File: src/rtl/wdog_pkg.sv
package wdog_pkg;

  // number of legal tap codes (0..4); codes at or above this are refused
  localparam int unsigned NUM_TAPS = 5;

  // control byte field positions
  localparam int unsigned BIT_RUN   = 7;
  localparam int unsigned BIT_CLEAR = 6;
  localparam int unsigned BIT_ACT   = 5;
  localparam int unsigned BIT_FLAG  = 4;

  localparam logic [7:0] CTRL_RESET = 8'h01;
  // bits stored straight from a write: run, action, tap code
  localparam logic [7:0] RW_MASK    = 8'hA7;

  // strobes from control to datapath
  typedef struct packed {
    logic       run;
    logic       clear;
    logic [2:0] tapCode;
  } dpCtl_t;

endpackage

File: src/rtl/wdog_datapath.sv
module wdog_datapath
  import wdog_pkg::*;
#(
  parameter int BASE_EXP = 8,
  parameter int CNT_W    = 8
) (
  input  logic   clk,
  input  logic   rstN,
  input  dpCtl_t ctl,
  input  logic   prescStrap,
  output logic   wrap
);

  localparam int PRE_W = BASE_EXP + 2 * (NUM_TAPS - 1) + 1;

  logic [PRE_W-1:0] presc;
  logic [CNT_W-1:0] upper;
  logic [NUM_TAPS-1:0] carryShort;
  logic [NUM_TAPS-1:0] carryLong;
  logic tick;

  // carry out of the low K (short) or K+1 (long) prescaler stages
  for (genvar g = 0; g < NUM_TAPS; g++) begin : g_tap
    localparam int K = BASE_EXP + 2 * g;
    assign carryShort[g] = &presc[K-1:0];
    assign carryLong[g]  = &presc[K:0];
  end

  always_comb begin
    tick = 1'b0;
    if (ctl.run && (ctl.tapCode < 3'(NUM_TAPS))) begin
      tick = prescStrap ? carryShort[ctl.tapCode] : carryLong[ctl.tapCode];
    end
  end

  assign wrap = tick && (&upper) && !ctl.clear;

  always_ff @(posedge clk) begin
    if (!rstN) begin
      presc <= '0;
      upper <= '0;
    end else if (ctl.clear) begin
      presc <= '0;
      upper <= '0;
    end else if (ctl.run) begin
      presc <= presc + 1'b1;
      if (tick) upper <= upper + 1'b1;
    end
  end

endmodule

File: src/rtl/wdog_ctrl.sv
module wdog_ctrl
  import wdog_pkg::*;
(
  input  logic       clk,
  input  logic       rstN,
  input  logic       wrCtl,
  input  logic [7:0] wrData,
  input  logic       wrap,
  output dpCtl_t     ctl,
  output logic [7:0] rdByte,
  output logic       ovfFlag,
  output logic       irqReq,
  output logic       rstReq
);

  logic [7:0] ctrlQ;
  logic [7:0] ctrlD;
  logic       clearStb;

  assign clearStb = wrCtl && wrData[BIT_CLEAR];

  always_comb begin
    ctrlD = ctrlQ;
    if (wrCtl) begin
      ctrlD = (wrData & RW_MASK) | (ctrlQ & ~RW_MASK);
      if (wrData[2:0] >= 3'(NUM_TAPS)) ctrlD[2:0] = ctrlQ[2:0];
    end
    if (clearStb)  ctrlD[BIT_FLAG] = 1'b0;
    else if (wrap) ctrlD[BIT_FLAG] = 1'b1;
  end

  always_ff @(posedge clk) begin
    if (!rstN) begin
      ctrlQ  <= CTRL_RESET;
      irqReq <= 1'b0;
      rstReq <= 1'b0;
    end else begin
      ctrlQ  <= ctrlD;
      irqReq <= wrap && !ctrlQ[BIT_ACT];
      rstReq <= wrap && ctrlQ[BIT_ACT];
    end
  end

  assign ctl.run     = ctrlQ[BIT_RUN];
  assign ctl.clear   = clearStb;
  assign ctl.tapCode = ctrlQ[2:0];
  assign rdByte      = ctrlQ;
  assign ovfFlag     = ctrlQ[BIT_FLAG];

endmodule

File: src/rtl/wdog_timer.sv
module wdog_timer
  import wdog_pkg::*;
#(
  parameter int ADDR_W    = 4,
  parameter int CTRL_ADDR = 0,
  parameter int BASE_EXP  = 8,
  parameter int CNT_W     = 8
) (
  input  logic              clk,
  input  logic              rstN,
  input  logic [ADDR_W-1:0] regAddr,
  input  logic              regWe,
  input  logic [7:0]        regWdata,
  output logic [7:0]        regRdata,
  input  logic              prescStrap,
  output logic              irqReq,
  output logic              rstReq
);

  localparam logic [ADDR_W-1:0] CTRL_A = ADDR_W'(CTRL_ADDR);

  dpCtl_t     dpCtl;
  logic       addrHit;
  logic       wrap;
  logic       ovfFlag;
  logic [7:0] rdByte;
  logic       ctlRun;
  logic       ctlClear;
  logic [2:0] ctlTap;

  assign addrHit  = (regAddr == CTRL_A);
  assign regRdata = addrHit ? rdByte : 8'h00;
  assign ctlRun   = dpCtl.run;
  assign ctlClear = dpCtl.clear;
  assign ctlTap   = dpCtl.tapCode;

  wdog_ctrl u_ctrl (
    .clk     (clk),
    .rstN    (rstN),
    .wrCtl   (regWe && addrHit),
    .wrData  (regWdata),
    .wrap    (wrap),
    .ctl     (dpCtl),
    .rdByte  (rdByte),
    .ovfFlag (ovfFlag),
    .irqReq  (irqReq),
    .rstReq  (rstReq)
  );

  wdog_datapath #(
    .BASE_EXP (BASE_EXP),
    .CNT_W    (CNT_W)
  ) u_dp (
    .clk        (clk),
    .rstN       (rstN),
    .ctl        (dpCtl),
    .prescStrap (prescStrap),
    .wrap       (wrap)
  );

endmodule

File: config.mk
export PLATFORM = sky130hd
export DESIGN_NAME = wdog_timer
export DESIGN_NICKNAME = d
export VERILOG_FILES = /design/src/rtl/wdog_pkg.sv /design/src/rtl/wdog_datapath.sv /design/src/rtl/wdog_ctrl.sv /design/src/rtl/wdog_timer.sv
export SDC_FILE = /design/constraint.sdc
export NUM_CORES = 1
export LEC_CHECK = 0
export BUFFER_PORTS_ARGS = -buffer_cell sky130_fd_sc_hd__buf_2
export CAP_MARGIN = 20
export CORE_MARGIN = 2
export CORE_UTILIZATION = 55
export DETAILED_ROUTE_END_ITERATION = 6
export PLACE_DENSITY = 0.88
export RECOVER_POWER = 50
export SLEW_MARGIN = 30
export SYNTH_ARGS = -nofsm -noshare
export SYNTH_HDL_FRONTEND = slang
export SYNTH_SLANG_ARGS = --single-unit
export TNS_END_PERCENT = 50
File: constraint.sdc
create_clock -name clk -period 4.89 [get_ports clk]
set_clock_uncertainty 0.15 [all_clocks]
set_input_delay 0.7335 -clock clk [delete_from_list [all_inputs] [get_ports clk]]
set_output_delay 0.7335 -clock clk [all_outputs]
set_load 0.05 [all_outputs]
== After elaboration in Yosys (flattened, before gate mapping) ==
Index checks and enable logic that the tools add are counted.
Word-level totals
  register bits: 35
  bits in latches: 0
  output and inout bits: 10
  memories kept: 0
  memory bits (read-only): 0
  memory bits (writable): 0
Operators by class
  div/mod/pow operators: 0
  bitwise gates (word level): 3
  $mul: 0
  multiplexer cells: 10
  equality and inequality tests: 0
  shift-type cells: 0
  reductions and logical operators: 25
  order comparisons: 3
  add/subtract/negate cells: 2
Operator list (count)
  $add 17x1->17 const B: 1
  $reduce_and 17->1: 1
  $reduce_and 16->1: 1
  $reduce_and 8->1: 2
  $reduce_and 15->1: 1
  $reduce_and 14->1: 1
  $reduce_and 13->1: 1
  $reduce_and 12->1: 1
  $reduce_and 11->1: 1
  $reduce_and 10->1: 1
  $reduce_and 9->1: 1
  $add 8x1->8 const B: 1
  $mux 8: 1
  $or 8x7->8: 1
  $logic_and 1x1->1: 7
  $bmux 1 s3: 2
  $mux 1: 5
  $mux 5: 1
  $logic_not 4->1: 1
  $lt 3x4->1 const B: 1
  $reduce_and 2->1: 2
  $ge 3x3->1 const B: 1
  $lt 3x3->1 const B: 1
  $mux 3: 1
  other kinds (4): 6

== Longest topological paths before layout ==
Gate-level depths: netlist of the first run.
  depth after elaboration: 8
  depth in mapped cells: 12
  mapped depth without buffers: 11

== Hierarchy ==
A second synthesis of the first run with hierarchy kept.
Second synthesis, totals
  cell total of the unflattened synthesis: 197
  area, all modules: 1717.9 um^2
By module, submodules not included
  wdog_datapath: seq. area each 500.5 um^2, area an instance 1288.7 um^2, cells an instance 149, times used 1
  wdog_ctrl: seq. area each 160.2 um^2, area an instance 351.6 um^2, cells an instance 38, times used 1
  wdog_timer: seq. area each 0.0 um^2, area an instance 77.6 um^2, cells an instance 10, times used 1

== Worst setup path before layout of the first run ==
Ideal clock, no wire load.
  path type: register to register
  start: reg u_dp.presc[0]
  end: reg u_dp.upper[6]
  setup slack: 2193 ps
  library setup time: 123 ps
  clock period less this slack: 2697 ps
  required time: 4617 ps
  arrival time: 2424 ps
  stages on the path, launching flop included: 12
  cell sequence: dfxtp_1 ha_1 nand3_1 nor3_4 nand4_1 inv_1 ha_1 and3_1 a2111oi_0 or2_1 or4_1 mux2_1
On the way
  cells in the longest elaborated chain, start to end: 6
RTL lines
  start, declared: RTL line wdog_datapath.sv:16  | logic [PRE_W-1:0] presc;
  start signal, assigned: RTL line wdog_datapath.sv:46  | presc <= presc + 1'b1;
  $reduce_and 17->1 (tied with other cells): RTL line wdog_datapath.sv:26  | assign carryLong[g] = &presc[K:0];
  $bmux 1 s3: RTL line wdog_datapath.sv:32  | tick = prescStrap ? carryShort[ctl.tapCode] : carryLong[ctl.tapCode];
  $mux 1 (not written as such): RTL line wdog_datapath.sv:32
  $mux 1 *: RTL line wdog_datapath.sv:32
  $mux 1 *: RTL line wdog_datapath.sv:31  | if (ctl.run && (ctl.tapCode < 3'(NUM_TAPS))) begin
  $reduce_and 2->1 (no source line) *
  end signal, assigned: RTL line wdog_datapath.sv:47  | if (tick) upper <= upper + 1'b1;
  end, declared: RTL line wdog_datapath.sv:17  | logic [CNT_W-1:0] upper;
Mark *: on every way between the ends. The rest lies on a longest branch, timed or not. The select of a mux whose other input is x is not followed.
A chain may end at the register's enable or synchronous reset.

== Worst setup path in the final report of the first run ==
  start: in regAddr[1]
  end: out regRdata[2]
On the way
  cells in the longest elaborated chain, start to end: 2
RTL lines
  start, declared: RTL line wdog_timer.sv:11  | input logic [ADDR_W-1:0] regAddr,
  $logic_not 4->1: RTL line wdog_timer.sv:31  | assign addrHit = (regAddr == CTRL_A);
  $mux 8: RTL line wdog_timer.sv:32  | assign regRdata = addrHit ? rdByte : 8'h00;
  end, declared: RTL line wdog_timer.sv:14  | output logic [7:0] regRdata,
No other way between the ends.

==> results.tsv, run 1 <==
stage	metric	value	unit
status	status	complete, no violations	
synth	Synth area leaders	dfxtp_1 40%, nor2_1 6.1%, nand2_1 5.2%	
setup_path	Max stage delay cell, worst path	nor4_1	
setup_path	Setup crit end kind	primary output	
global_route	antenna violations before repair	0	
die	Die Wd	59.1	µm
cts	Resized cells post-CTS	0	
cts	Root Buffer	clkbuf_4	
setup_path	Setup crit start kind	primary input	
cts	postcts setup bufs	0	
sta	period utilisation layout	67.8	%
cts	H-tree levels	2	
synth	Adder-Cell Fraction of Synth Area	2.99	%
die	Initial Utilization	56.1	%
setup_path	Crit Path Class	in2out	
power	Lkg Pwr	0.000709	µW
cts	cts hold-fix bufs	0	
sta	Final setup viols	0	
cells_and_area	Final #Nets	245	
sta	Worst Tran Pin Value	1.32	ns
cts	clock latency on the worst-skew pair	0.33	ns
cells_and_area	multi-input combinational cell area	953	µm²
die	total core area	2980	µm²
synth	number of synthesized flops with an enable pin	0	
hold_path	Min-Delay Path Class	reg2reg	
synth	#FFs+latches synth	33	
detailed_routing	DR WL/cell	12.3	µm
cells_and_area	area growth from synthesis to layout	11.4	%
detailed_routing	via count	1481	
cells_and_area	# diodes	0	
synth	Warnings, synthesis	0	
placed_design	Placer Congestion	0.852	
synth	Post-Synth Simple-Gate Area	31.4	%
detailed_routing	Antenna Nets Post-Route	0	
synth	Synth Cell Area	1670	µm²
sta	Max-slew headroom	11.0	%
synth	Gate Count Post-Synth	205	
setup_path	cell repeated most along the worst path	buf_2	
synth	largest family of logic cells by synthesized area	simple AND/OR/NAND/NOR gates	
sta	Max Transition Viols Final	0	
sta	WHS	0.342	ns
global_route	pin count of the biggest net entering global routing	26	
die	die footprint	3500	µm²
cts	Worst-path clk slew	0.10	ns
global_route	grt ovf	0	
cts	CTS Buf Count	5	
synth	post-synthesis compound-gate area fraction	12.3	%
setup_path	CP peak stage delay	1.09	ns
cells_and_area	fraction of layout cells with a size suffix above 1	12.8	%
synth	synth unique cells	41	
cells_and_area	register area	661	µm²
detailed_routing	Post-Route WL	3.18	mm
cells_and_area	# fillers	276	
power	pwr dens	272	nW/µm²
synth	area leader, netlist	dfxtp_1	
detailed_routing	Vias per Instance	5.72	
cells_and_area	commonest non-fill, non-tap cell in the layout	dfxtp_1	
synth	Synth top area share	39.5	%
detailed_routing	residual DRC count	0	
detailed_routing	DRT iter0 DRCs	85	
setup_path	crit path buf inv count	2	
die	IO Count	26	
cells_and_area	highest-count cells in the layout ignoring fill and taps	33 x dfxtp_1, 27 x nor2_1, 23 x nand2_1	
global_route	vias in the first global route	1291	
sta	FMAX	0.302	GHz
cts	TritonCTS clock tree	done	
global_route	first-pass GRT wire length	5.42	mm
setup_path	family with the most delay on the worst path	simple AND/OR/NAND/NOR gates	
synth	register area share after synthesis	39.5	%
setup_path	Worst EP required	4.01	ns
synth	XOR/XNOR Fraction of Synth Area	6.29	%
cts	CTS sink count	33	
flow_run	max_cap viols	0	
placed_design	hpwl dp	2.30	mm
die	die height	59.1	µm
setup_path	Worst EP arrival	2.43	ns
setup_path	Worst Path Max Fanout	11	
sta	crit path time final	3.32	ns
sta	endpoints failing hold	0	
synth	Avg Cell Area, Syn	8.15	µm²
synth	mux share of post-synthesis cell area	3.67	%
die	Rows	20	
sta	RSZ-0062 raised after global routing	false	
power	VDD IR-drop max	231	µV
setup_path	critical path cell sequence	buf_2, nor4_1, and2_1, buf_2	
detailed_routing	1st-pass router iterations	4	
placed_design	port bufs	21	
global_route	total global-route track usage	20.6	%
synth	asr flop ratio synth	0	%
sta	Setup Total Neg Slack	0	ns
cts	maximum root-to-sink buffer count	2	
synth	commonest register cell after synthesis	dfxtp_1	
## logic make-up (layout without fill, tap and decap cells)
family,Yosys count,after routing
AND/OR/NAND/NOR,102,102
XOR/XNOR,12,12
buffers and inverters,14,34
other,1,2
AO/OA/AOI/OAI,33,33
flip-flops,33,33
adder cells (fa/ha/maj),4,4
multiplexers,6,6
## final timing paths
kind / end / cells past startpoint / from / slack [ns]
worst max-delay path: regRdata[2] / 4 / regAddr[1] / 1.57
worst max register to register: u_dp.upper[6] / 11 / u_dp.presc[0] / 1.75
worst min-delay path: u_ctrl.irqReq / 1 / u_ctrl.rdByte[5] / 0.34
worst min register to register: u_ctrl.irqReq / 1 / u_ctrl.rdByte[5] / 0.34
## layer usage
metal / vias up / track usage, % / part of all wire, %
met3: 6 / 4.59 / 2.9
met2: 25 / 33.5 / 47
met5: - / 0 / 0
met1: 685 / 24.9 / 48
met4: 0 / 11.7 / 2.1
li1: 765 / - / -
## Yosys cell counts (5+ instances only)
master,count
dfxtp_1,33
nor2_1,27
nand2_1,23
a21oi_1,11
nand3_1,11
and2_1,9
xnor2_1,7
clkbuf_1,6
o21ai_0,6
inv_1,5
mux2i_1,5
xor2_1,5
## power by group
group / total [µW] / internal, µW / switching (µW)
clock: 213 / 122 / 90.5
sequential: 270 / 269 / 1.15
combinational: 24.2 / 7.00 / 17.2
## per-stage QoR
step                std cells  setup WS (ns)  total power [µW]  util (%)  cell area [µm²]
floorplan                 206           2.19               292         -             1680
global placement          251           1.61               300      59.7             1780
detailed placement        251           1.81               301      60.0             1790
CTS                       259           1.77               513      62.8             1870
global route              259           1.47               526      62.5             1860
finish                    259           1.57               507      62.5             1860
## flip-flops by register name, indices dropped and copies added, names as in the netlist
name,count
u_ctrl.rdByte,6
u_dp.upper,8
u_dp.presc,17
u_ctrl.rstReq,1
u_ctrl.irqReq,1
## layout make-up
| type | instances | area share (%) |
|---|---|---|
| multi-input cells | 159 | 51.2 |
| flip-flops and latches | 33 | 35.5 |
| repair buffers | 21 | 5.51 |
| clock buffers | 7 | 2.96 |
| well taps | 33 | 2.22 |
| clock inverters | 1 | 1.61 |
| inverters | 5 | 1.01 |
No activity file was read; power rests on OpenSTA's default activity.
==> run 2: changes to the inputs <==
--- a/config.mk
+++ b/config.mk
@@ -5,6 +5,7 @@
 export SDC_FILE = /design/constraint.sdc
 export NUM_CORES = 1
 export LEC_CHECK = 0
+export ABC_AREA = 1
 export BUFFER_PORTS_ARGS = -buffer_cell sky130_fd_sc_hd__buf_2
 export CAP_MARGIN = 20
 export CORE_MARGIN = 2
==> constraint.sdc (replaced) <==
create_clock -name clk -period 3.1 [get_ports clk]
set_clock_uncertainty 0.15 [all_clocks]
set_input_delay 0.465 -clock clk [delete_from_list [all_inputs] [get_ports clk]]
set_output_delay 0.465 -clock clk [all_outputs]
set_load 0.05 [all_outputs]
==> run 2 against run 1 <==
Effect of this change: final cell count grew 15%; largest power group unchanged; sequential cell count is the same; hold slack lost 0.11 ns; die area grew 1.9%; via count grew 2.3%; wire length grew 5.4%.
==> results.tsv, run 2 <==
stage	metric	value	unit	change
global_route	total global-route track usage	21.6	%	+1.0 points
die	Initial Utilization	56.8	%	+0.66 points
sta	crit path time final	2.28	ns	
power	internal power	569	µW	+43%
detailed_routing	via count	1515		+2.3%
detailed_routing	Post-Route WL	3.35	mm	+5.4%
sta	Setup Total Neg Slack	0	ns	unchanged
synth	Synth top area share	38.7	%	-0.78 points
setup_path	Setup crit start kind	primary input		
synth	Avg Cell Area, Syn	7.20	µm²	-12%
setup_path	CP peak stage delay	0.50	ns	-0.59 ns
setup_path	CP endpoint	u_dp.upper[5]		
global_route	first-pass GRT wire length	5.78	mm	+6.6%
cts	Resized cells post-CTS	0		unchanged
setup_path	R2R depth	13		+2
die	Die Wd	59.7	µm	+0.94%
synth	Synth area leaders	dfxtp_1 39%, nand2_1 9.2%, nor2_1 8.4%		
synth	Gate Count Post-Synth	237		+16%
synth	synth unique cells	34		-17%
cells_and_area	# diodes	0		unchanged
die	die footprint	3560	µm²	+1.9%
synth	number of synthesized flops with an enable pin	0		unchanged
synth	commonest register cell after synthesis	dfxtp_1		
detailed_routing	residual DRC count	0		unchanged
power	switch share	23.1	%	+1.7 points
sta	Worst Tran Pin Value	0.679	ns	-0.644 ns
setup_path	Worst EP arrival	2.39	ns	-0.04 ns
die	Rows	20		unchanged
setup_path	worst setup path start	regAddr[3]		
setup_path	Crit Path Class	in2reg		
detailed_routing	Vias per Instance	5.08		-11%
cts	Worst-path clk slew	0.10	ns	about the same
power	Lkg Pwr	0.000762	µW	+7.4%
cells_and_area	Largest register FFs	17		unchanged
synth	Synth Cell Area	1710	µm²	+2.0%
cells_and_area	Final #Nets	284		+16%
setup_path	CP Depth	10		+6
cells_and_area	area growth from synthesis to layout	11.3	%	about the same
setup_path	worst r2r src	u_dp.presc[0]		
sta	endpoints failing hold	0		unchanged
placed_design	dpl ws	0.981	ns	-0.828 ns
cts	H-tree levels	2		unchanged
placed_design	hpwl dp	2.53	mm	+9.6%
power	VDD IR-drop max	264	µV	+14%
setup_path	critical path cell sequence	buf_2, nor2_1, nand3_1, inv_1, nand2_1, inv_1, nor2_1, clkinv_1, clkbuf_1, a21oi_1		
sta	final worst slack	0.819	ns	-0.755 ns
setup_path	crit path buf inv count	5		+3
sta	Max-slew headroom	54.7	%	+44 points
cells_and_area	multi-input combinational cell area	890	µm²	-6.7%
cells_and_area	commonest non-fill, non-tap cell in the layout	nand2_1		
cts	cts hold-fix bufs	0		unchanged
hold_path	hold path depth	3		+2
cts	TritonCTS clock tree	done		
cts	maximum root-to-sink buffer count	2		unchanged
setup_path	flop2flop setup slack	0.92	ns	-0.83 ns
power	Psw	171	µW	+57%
synth	#FFs+latches synth	33		unchanged
cts	Root Buffer	clkbuf_4		
placed_design	port bufs	21		unchanged
synth	Warnings, synthesis	0		unchanged
setup_path	Setup crit end kind	flip-flop		
cells_and_area	highest-count cells in the layout ignoring fill and taps	42 x nand2_1, 40 x nor2_1, 33 x dfxtp_1		
cells_and_area	register area	661	µm²	unchanged
sta	FMAX	0.438	GHz	
cells_and_area	fraction of layout cells with a size suffix above 1	17.4	%	+4.5 points
global_route	pin count of the biggest net entering global routing	15		-42%
power	total power	741	µW	+46%
status	status	complete, no violations		
synth	most common cell in the netlist	nand2_1		
sta	period utilisation layout	73.6	%	
die	die height	59.7	µm	+0.94%
cells_and_area	largest register by flop count	u_dp.presc		
synth	area leader, netlist	dfxtp_1		
global_route	grt ovf	0		unchanged
global_route	antenna violations before repair	0		unchanged
placed_design	Placer Congestion	0.925		+8.5%
power	pwr dens	390	nW/µm²	+43%
setup_path	reg-to-reg critical path endpoint	u_dp.upper[3]		
flow_run	max_cap viols	0		unchanged
global_route	vias in the first global route	1363		+5.6%
detailed_routing	DRT iter0 DRCs	93		+9.4%
hold_path	Min-Delay Path Class	in2reg		
sta	Max Transition Viols Final	0		unchanged
cts	CTS sink count	33		unchanged
power	register share of total power	57.7	%	+4.4 points
die	IO Count	26		unchanged
detailed_routing	1st-pass router iterations	4		unchanged
detailed_routing	DR WL/cell	11.2	µm	-8.4%
sta	RSZ-0062 raised after global routing	false		
power	Combinational Power Share	5.5	%	+0.7 points
sta	Final setup viols	0		unchanged
synth	asr flop ratio synth	0	%	unchanged
setup_path	Worst EP required	3.21	ns	-0.80 ns
setup_path	Max stage delay cell, worst path	nor2_1		
cts	postcts setup bufs	0		unchanged
setup_path	Worst Path Max Fanout	14		+3
setup_path	family with the most delay on the worst path	buffers and inverters		
detailed_routing	Antenna Nets Post-Route	0		unchanged
cts	clock latency on the worst-skew pair	0.33	ns	about the same
die	total core area	3000	µm²	+0.84%
power	clock share of power	36.8	%	-5.1 points
cts	CTS Buf Count	5		unchanged
synth	Post-synth top cells	42 x nand2_1, 38 x nor2_1, 33 x dfxtp_1		
synth	register area share after synthesis	38.7	%	-0.78 points
cells_and_area	# fillers	261		-5.4%
run 2: cell types whose count changed in the layout (fill, tap and decap cells not counted), sizes merged, moves of 4 or more:
cell   before  now
nor2       27   44
inv         5   30
mux2i       5    0
a21oi      11   22
xnor2       7    3
and2        9    0
nand2      23   45
or3         4    0
run 2: logic make-up (layout without fill, tap and decap cells):
family / count (synthesis) / after routing / share of synthesized area [%]
flip-flops: 33 / 33 / 38.7
buffers and inverters: 36 / 63 / 8.73
AO/OA/AOI/OAI: 41 / 41 / 14.0
adder cells (fa/ha/maj): 4 / 4 / 2.93
other: 1 / 2 / 0.220
XOR/XNOR: 8 / 8 / 4.11
AND/OR/NAND/NOR: 114 / 114 / 31.3
run 2: worst min path at each step:
stage                      from          endpoint
6_report            regWdata[0]  u_ctrl.rdByte[0]
5_1_grt                    rstN  u_ctrl.rdByte[7]
4_1_cts             regWdata[0]  u_ctrl.rdByte[0]
3_5_place_dp   u_ctrl.rdByte[5]     u_ctrl.irqReq
3_3_place_gp   u_ctrl.rdByte[5]     u_ctrl.irqReq
2_1_floorplan  u_ctrl.rdByte[5]     u_ctrl.irqReq
run 2: per-layer routing:
metal / vias to the layer above / GRT usage, % / wire length, µm / part of all wire, %
met4: 0 / 5.71 / 46 / 1.4
met1: 676 / 26.8 / 1580 / 47
met3: 6 / 7.79 / 105 / 3.1
met2: 17 / 35.2 / 1620 / 48
met5: - / 0 / 0 / 0
li1: 816 / - / - / -
run 2: final cells by class:
class	instances	area share [%]
Multi-Input combinational cell	169	46.9
Timing Repair Buffer	23	5.87
Clock inverter	1	0.264
Inverter	32	6.59
Sequential cell	33	34.8
Clock buffer	7	3.43
Tap cell	33	2.18
run 2: worst register-to-register path: stages, from the launching register on:
cell and delay, ns:
dfxtp_1 0.38, ha_1 0.20, inv_1 0.05, nor2_1 0.21
nand2_1 0.12, inv_2 0.09, ha_1 0.14, a21oi_1 0.06
a21oi_1 0.14, nand2_1 0.09, nand2_2 0.10, nand2_4 0.11
nor3b_1 0.19, nor2_1 0.06
run 2: power groups by stage:
| stage | combinational, µW | sequential, µW | clock [µW] |
|---|---|---|---|
| finish | 40.8 | 427 | 273 |
| global route | 44.9 | 428 | 303 |
| CTS | 42.1 | 427 | 285 |
| detailed placement | 42.0 | 437 | 0 |
| global placement | 41.3 | 437 | 0 |
| floorplan | 28.8 | 437 | 0 |
run 2: stage by stage:
stage	instance area [µm²]	hold WS, ns	instances	utilization, %
after floorplan	1710	0.240	238	-
after global placement	1850	0.246	290	61.5
after detailed placement	1850	0.259	290	61.5
after CTS	1920	0.210	298	63.8
after global routing	1900	0.221	298	63.2
final	1900	0.228	298	63.2
